--- src/rtl/prio_irq_ctrl.sv ---
module prio_irq_ctrl #(
  parameter int VW = 11
) (
  input  logic          clk,
  input  logic          rst_n,
  input  logic          cyc_stb,
  input  logic          ext0_n,
  input  logic          ext1_n,
  input  logic          ext0_edge,
  input  logic          ext1_edge,
  input  logic          tmr_flag,
  input  logic          wdt_flag,
  input  logic          bus_flag,
  input  logic [4:0]    src_en,
  input  logic          glob_en,
  input  logic          ack,
  input  logic          reti,
  output logic          irq,
  output logic [VW-1:0] vec,
  output logic          in_svc,
  output logic          wake
);
  localparam int NSRC = 5;
  localparam int IW   = $clog2(NSRC);

  logic [1:0]      pin_q, edge_lat;
  logic [NSRC-1:0] req, masked;
  logic [IW-1:0]   pick, win;
  logic            irq_q, svc_q;
  logic [VW-1:0]   vec_q;

  assign req = {bus_flag, wdt_flag,
                ext1_edge ? edge_lat[1] : ~ext1_n,
                tmr_flag,
                ext0_edge ? edge_lat[0] : ~ext0_n};
  assign masked = req & src_en & {NSRC{glob_en}};
  assign wake   = |masked;

  always_comb begin
    pick = '0;
    for (int i = NSRC-1; i >= 0; i--)
      if (masked[i]) pick = IW'(i);
  end

  always_ff @(posedge clk) begin
    if (!rst_n) begin
      pin_q    <= 2'b11;
      edge_lat <= 2'b00;
      irq_q    <= 1'b0;
      svc_q    <= 1'b0;
      win      <= '0;
      vec_q    <= '0;
    end else begin
      if (irq_q && ack) begin
        irq_q <= 1'b0;
        svc_q <= 1'b1;
        if (win == IW'(0)) edge_lat[0] <= 1'b0;
        if (win == IW'(2)) edge_lat[1] <= 1'b0;
      end
      if (svc_q && reti) svc_q <= 1'b0;
      if (!ext0_edge) edge_lat[0] <= 1'b0;
      if (!ext1_edge) edge_lat[1] <= 1'b0;
      if (cyc_stb) begin
        pin_q <= {ext1_n, ext0_n};
        if (ext0_edge && pin_q[0] && !ext0_n) edge_lat[0] <= 1'b1;
        if (ext1_edge && pin_q[1] && !ext1_n) edge_lat[1] <= 1'b1;
        if (!irq_q && !svc_q && wake) begin
          irq_q <= 1'b1;
          win   <= pick;
          vec_q <= VW'({pick, 3'b011});
        end
      end
    end
  end

  assign irq    = irq_q;
  assign vec    = vec_q;
  assign in_svc = svc_q;

  a_r7_vec_held: assert property (@(posedge clk) disable iff (!rst_n)
    (irq && !ack) |=> (irq && $stable(vec)));
  a_r8_svc_blocks_irq: assert property (@(posedge clk) disable iff (!rst_n)
    in_svc |-> !irq);
  a_r8_ack_enters_svc: assert property (@(posedge clk) disable iff (!rst_n)
    (irq && ack) |=> (in_svc && !irq));
  a_r6_rise_on_stb: assert property (@(posedge clk) disable iff (!rst_n)
    $rose(irq) |-> $past(cyc_stb));
  a_r6_take_pending: assert property (@(posedge clk) disable iff (!rst_n)
    (cyc_stb && wake && !irq && !in_svc) |=> irq);
  a_r3_vec_legal: assert property (@(posedge clk) disable iff (!rst_n)
    irq |-> (vec == VW'(3) || vec == VW'(11) || vec == VW'(19) ||
             vec == VW'(27) || vec == VW'(35)));
  a_r4_global_gate: assert property (@(posedge clk) disable iff (!rst_n)
    !glob_en |-> !wake);
endmodule

--- config.mk ---
export PLATFORM = sky130hd
export DESIGN_NAME = prio_irq_ctrl
export DESIGN_NICKNAME = d
export VERILOG_FILES = /design/src/rtl/prio_irq_ctrl.sv
export SDC_FILE = /design/constraint.sdc
export NUM_CORES = 1
export LEC_CHECK = 0
export CAP_MARGIN = 20
export CORE_UTILIZATION = 38
export DETAILED_ROUTE_END_ITERATION = 16
export GPL_TIMING_DRIVEN = 0
export HOLD_SLACK_MARGIN = 0.08
export PLACE_DENSITY = 0.77
export RECOVER_POWER = 50
export SLEW_MARGIN = 20
export SYNTH_ARGS = -nofsm -noshare
export SYNTH_HDL_FRONTEND = slang
export SYNTH_SLANG_ARGS = --single-unit
--- constraint.sdc ---
create_clock -name clk -period 1.25 [get_ports clk]
set_input_delay 0.25 -clock clk [delete_from_list [all_inputs] [get_ports clk]]
set_output_delay 0.25 -clock clk [all_outputs]
set_load 0.02 [all_outputs]
==> results of run 1 <==
critical path, cell delays in order, from the launching register on:
cell and delay [ns]:
dfxtp_2 0.33, nand2b_4 0.14, a41oi_2 0.15, and2_4 0.19, nand2_4 0.05, buf_6 0.13
worst paths after layout:
check,from,to,slack (ns),depth (start not counted)
min reg2reg,vec[1],vec[1],0.48,1
max,edge_lat[0],wake,-0.26,5
max reg2reg,irq,win[0],0.02,3
min,ext1_edge,edge_lat[1],0.23,3
flip-flops by register name (all words and copies together), names as in the netlist:
register	count
win	3
irq	1
in_svc	1
edge_lat	2
pin_q	2
vec	1
cell type report:
cell class / count / area, um^2
Multi-Input combinational cell: 52 / 427.9
Tap cell: 16 / 20.02
Buffer: 9 / 67.56
Clock buffer: 3 / 22.52
Timing Repair Buffer: 29 / 239.0
Fill cell: 140 / 541.8
Sequential cell: 10 / 205.2
per-stage QoR:
stage                     hold WS, ns   power, W  TNS, ns  worst slack [ns]  instance area [um^2]
final                          0.2272  0.0008557  -0.2585           -0.2585                 982.2
after global routing           0.2397  0.0009022  -0.3902           -0.3121                 982.2
after CTS                      0.3810  0.0008460  -0.3628           -0.3390                 975.9
after detailed placement       0.4580  0.0006251   -4.209            -1.042                 920.9
after global placement         0.4560  0.0006212   -4.071            -1.023                 920.9
after floorplan                0.3638  0.0005136        0          0.003605                 660.6
power breakdown:
| part | internal (W) | switching [W] | total, W |
|---|---|---|---|
| Sequential | 0.000338 | 0.0000154 | 0.000353 |
| Clock | 0.000112 | 0.000117 | 0.000228 |
| Combinational | 0.000144 | 0.000130 | 0.000274 |
| Total | 0.000594 | 0.000262 | 0.000856 |
routing by layer:
metal	track usage, %	vias to the layer above
met5	0	-
met1	18.37	273
met3	2.586	5
li1	-	301
met4	7.500	0
met2	29.54	22
cells by family after synthesis:
| family | synth area share [%] |
|---|---|
| buffers and inverters | 10.80 |
| multiplexers | 4.800 |
| AND/OR/NAND/NOR | 26.80 |
| other | 0.5994 |
| AO/OA/AOI/OAI | 25.00 |
| flip-flops | 32.00 |
repair_timing:
action	CTS	global route
cloned	0	0
pin swaps	7	8
gates resized for setup	33	18
endpoints found under the setup margin	14	12
setup buffers	5	1
cells in the mapped netlist:
cell type  count
o41ai_1        1
nand3_1        2
a41oi_2        1
nand2b_2       1
conb_1         1
nor2_1         3
and2_1         2
a41oi_1        1
a22oi_1        1
mux2i_1        3
a41oi_4        1
o21a_1         3
or4b_1         1
or3b_4         1
nand2b_1       2
dfxtp_1       10
buf_4          7
nor2b_1        2
nor3_1         1
and3_1         2
nand4_1        1
nand2_1        8
nand2b_4       1
buf_6          1
a31oi_4        1
clkbuf_1       1
a41o_1         1
o21ai_0        3
o211ai_1       1
o221a_1        1
and3_4         1
==> out/qor.yml, run 1 <==
cap_violations: 0
insertedDiodeCount: 0
synth_top_area_cell: "dfxtp_1"
die_area_um2: 1813
maxSlewViolCount: 0
status: "finished, violations left"
port_buffers: 24
cts-hold-fix-buffers: 0
syn_to_final_growth_pct: 57.00
rsz0062_at_grt: "true"
grt.total_usage_pct: 16.31
worst-setup-path-type: "reg2out"
grt_pass1_vias: 554
wl_met2_um: 747
synth_area_leaders: "dfxtp_1, buf_4, mux2i_1"
met1_length_um: 606
dpl.hpwl_mm: 1.054
gp_congestion: 0.7311
start_kind: "flop"
firstDrtPassIters: 4
grt_pass1_wl_mm: 2.242
critPathCaptureType: "output port"
final_cells: 119
synth_top_area_share_pct: 32.00
synth_cell_types: 31
tritoncts: "yes"
clockBufferDepth: 2
post-route-period-util_pct: 120.7
start_util_pct: 41.05
vias_per_cell: 5.050
failed_checks: "setup timing"
hold_violations: 0
p_leak_nw: 0.4255
vias: 601
antenna_found_initial: 0
layout.nets: 123
clock.fmax_ghz: 0.6629
timing.final.ws_setup_ns: -0.2585
arrival_ns: 1.26
yosysWarnings: 0
syn-instance-count: 66
ant_nets: 0
die_w_um: 42.58
placedCellCount: 111
overflow: 0
min_path_type: "in2reg"
final_common_cell: "buf_4"
drive_above_1_share_pct: 39.81
rows: 14
layout_common_cells: "buf_4, dlygate4sd2_1, nand2_1, conb_1, dfxtp_1"
setup_violations: 1
routedWlPerCell_um: 12.34
drcViolationCount: 0
drt_first_iter_violations: 3
met3_length_um: 79
cts_buffers: 3
min_period_ns: 1.508
p_per_area_nw_per_um2: 871.2
grt_max_degree: 11
yosysSeqAreaShare_pct: 32.00
clk_latency_ns: 0.27
htreeDepth: 1
ioPinCount: 32
syn_area_um2: 625.6
drt-total-wl_mm: 1.468
postLayoutCoreUtil_pct: 64.45
ir_worst_vdd_mv: 0.7111
ys_seq_elements: 10
cts_sinks: 10
top_layer: "met4"
root_buffer: "clkbuf_4"
die_h_um: 42.58
core_area_um2: 1524
fin_skew_ns: 0.008000
crit_required_ns: 1.00
syn_area_per_cell_um2: 9.479
clk_pin_slew_ns: 0.07
crit_fanout: 2
Power figures use the tool's default switching activity.
==> run 2, diff against run 1 <==
--- a/config.mk
+++ b/config.mk
@@ -8,7 +8,6 @@
 export CAP_MARGIN = 20
 export CORE_UTILIZATION = 38
 export DETAILED_ROUTE_END_ITERATION = 16
-export GPL_TIMING_DRIVEN = 0
 export HOLD_SLACK_MARGIN = 0.08
 export PLACE_DENSITY = 0.77
 export RECOVER_POWER = 50
==> run 2 against run 1 <==
  * The flow still finishes with violations (setup timing)
  * Register-to-register slack worse by 0.02 ns
  * Global-route usage is 4.7 points higher
  * Core utilization grew 4.8 points
  * Critical path depth did not move
  * First-iteration DRC count rose to 5.0 times the previous value
  * Count of clock-buffer cells in the layout up 1
  * Flip-flop and latch count unchanged
  * Total power rose by 8.7%
  * Critical endpoint unchanged
==> out/qor.yml, run 2 (synthesis gave the netlist of run 1 again) <==
overflow: 0
clk_latency_ns: 0.27
status: "finished, violations left"
fin_skew_ns: 0.002424
cts_sinks: 10
grt.total_usage_pct: 21.05
post-route-period-util_pct: 122.4
tritoncts: "yes"
core_area_um2: 1524
reg2reg_to: "win[0]"
cap_violations: 0
rows: 14
cp.depth: 5
ant_nets: 0
largest-register: "win"
clk_pin_slew_ns: 0.07
largest_reg_flops: 3
cpPeakStageDelay_ns: 0.32
final_common_cell: "dlygate4sd2_1"
maxSlewViolCount: 0
drt-total-wl_mm: 1.746
arrival_ns: 1.28
port_buffers: 25
vias_per_cell: 5.187
ir_worst_vdd_mv: 0.7982
failed_checks: "setup timing"
rsz0062_at_grt: "true"
cp-startpoint: "edge_lat[1]"
htreeDepth: 1
drt_first_iter_violations: 15
postLayoutCoreUtil_pct: 69.21
crit_required_ns: 1.00
setup_violations: 2
drcViolationCount: 0
syn_to_final_growth_pct: 68.60
worst-setup-path-type: "reg2out"
place_ws_ns: -0.9616
dpl.hpwl_mm: 1.276
layout.nets: 126
placedCellCount: 116
ioPinCount: 32
start_kind: "flop"
crit_path_top_delay_cell: "dfxtp_2"
reg2regPathDepth: 3
min_path_type: "in2reg"
final_cells: 123
clockBufferDepth: 2
min_period_ns: 1.531
grt_pass1_vias: 640
drive_above_1_share_pct: 41.12
p_per_area_nw_per_um2: 882.1
rrSetupSlack_ns: 0
crit_buf_inv: 1
die_area_um2: 1813
timing.final.ws_setup_ns: -0.2806
crit_end: "wake"
cts_buffers: 3
critPathCaptureType: "output port"
p_leak_nw: 0.4607
r2r-start: "in_svc"
crit_fanout: 2
die_h_um: 42.58
hold_violations: 0
layout_common_cells: "dlygate4sd2_1, buf_4, nand2_1, conb_1"
routedWlPerCell_um: 14.20
insertedDiodeCount: 0
die_w_um: 42.58
antenna_found_initial: 0
reg.largest.list: "win x3, edge_lat x2, pin_q x2"
grt_pass1_wl_mm: 2.773
root_buffer: "clkbuf_4"
crit_chain: "nand2b_4 -> a41oi_4 -> and2_4 -> nand2_4 -> buf_6"
clock.fmax_ghz: 0.6534
vias: 638
firstDrtPassIters: 4
gp_congestion: 0.7980
grt_max_degree: 11
holdWs_ns: 0.4095
crit_family: "simple AND/OR/NAND/NOR gates"
start_util_pct: 41.05
[run 2: final cells by class]
cell class	count	area, um^2
Multi-Input combinational cell	52	435.4
Fill cell	134	469.2
Sequential cell	10	206.4
Clock buffer	4	36.28
Timing Repair Buffer	41	356.6
Tap cell	16	20.02
[run 2: per-layer routing]
| metal | up-vias | GRT usage, % | wire length (um) |
|---|---|---|---|
| li1 | 308 | - | - |
| met1 | 300 | 21.11 | 651 |
| met2 | 28 | 41.54 | 984 |
| met3 | 2 | 6.897 | 100 |
| met4 | 0 | 3.750 | 10 |
| met5 | - | 0 | 0 |
[run 2: how the worst min path moves through the flow]
stage	start	to	cells after the start
finish	ext1_edge	edge_lat[1]	3
global route	ext1_edge	edge_lat[1]	3
CTS	ext1_edge	edge_lat[1]	3
detailed placement	vec[1]	vec[1]	1
global placement	pin_q[0]	pin_q[0]	2
floorplan	ext1_edge	edge_lat[1]	2
[run 2: per-stage QoR]
| step | total power, W | instance area [um^2] | setup TNS, ns |
|---|---|---|---|
| finish | 0.0009304 | 1055 | -0.2824 |
| global route | 0.0009742 | 1055 | -0.4445 |
| CTS | 0.0009299 | 1021 | -0.2920 |
| detailed placement | 0.0006409 | 960.9 | -4.031 |
| global placement | 0.0006338 | 960.9 | -3.769 |
| floorplan | 0.0005136 | 660.6 | 0 |
[run 2: tightest hold or removal path, delay by kind of cell]
kind          cells  cell delay (ns)
buf+inv           1             0.28
simple gates      2             0.11
[run 2: repair_timing]
item | CTS | global route
pin swaps | 9 | 2
hold endpoints to repair | 0 | 0
hold buffers | 0 | 0
gates resized for setup | 41 | 7
setup buffers | 2 | 2
setup endpoints to repair | 15 | 8
[run 2: where the power goes]
group	leakage, nW	switching (W)	total (W)	internal [W]
sequential	0.0840	0.0000163	0.000354	0.000338
clock	0.0210	0.000114	0.000291	0.000177
combinational	0.356	0.000136	0.000285	0.000149
==> run 3, diff against run 2 <==
--- a/config.mk
+++ b/config.mk
@@ -11,7 +11,6 @@
 export HOLD_SLACK_MARGIN = 0.08
 export PLACE_DENSITY = 0.77
 export RECOVER_POWER = 50
-export SLEW_MARGIN = 20
 export SYNTH_ARGS = -nofsm -noshare
 export SYNTH_HDL_FRONTEND = slang
 export SYNTH_SLANG_ARGS = --single-unit
==> results of run 3 <==
No change in the layout: final DEF, timing and power equal those of run 2.
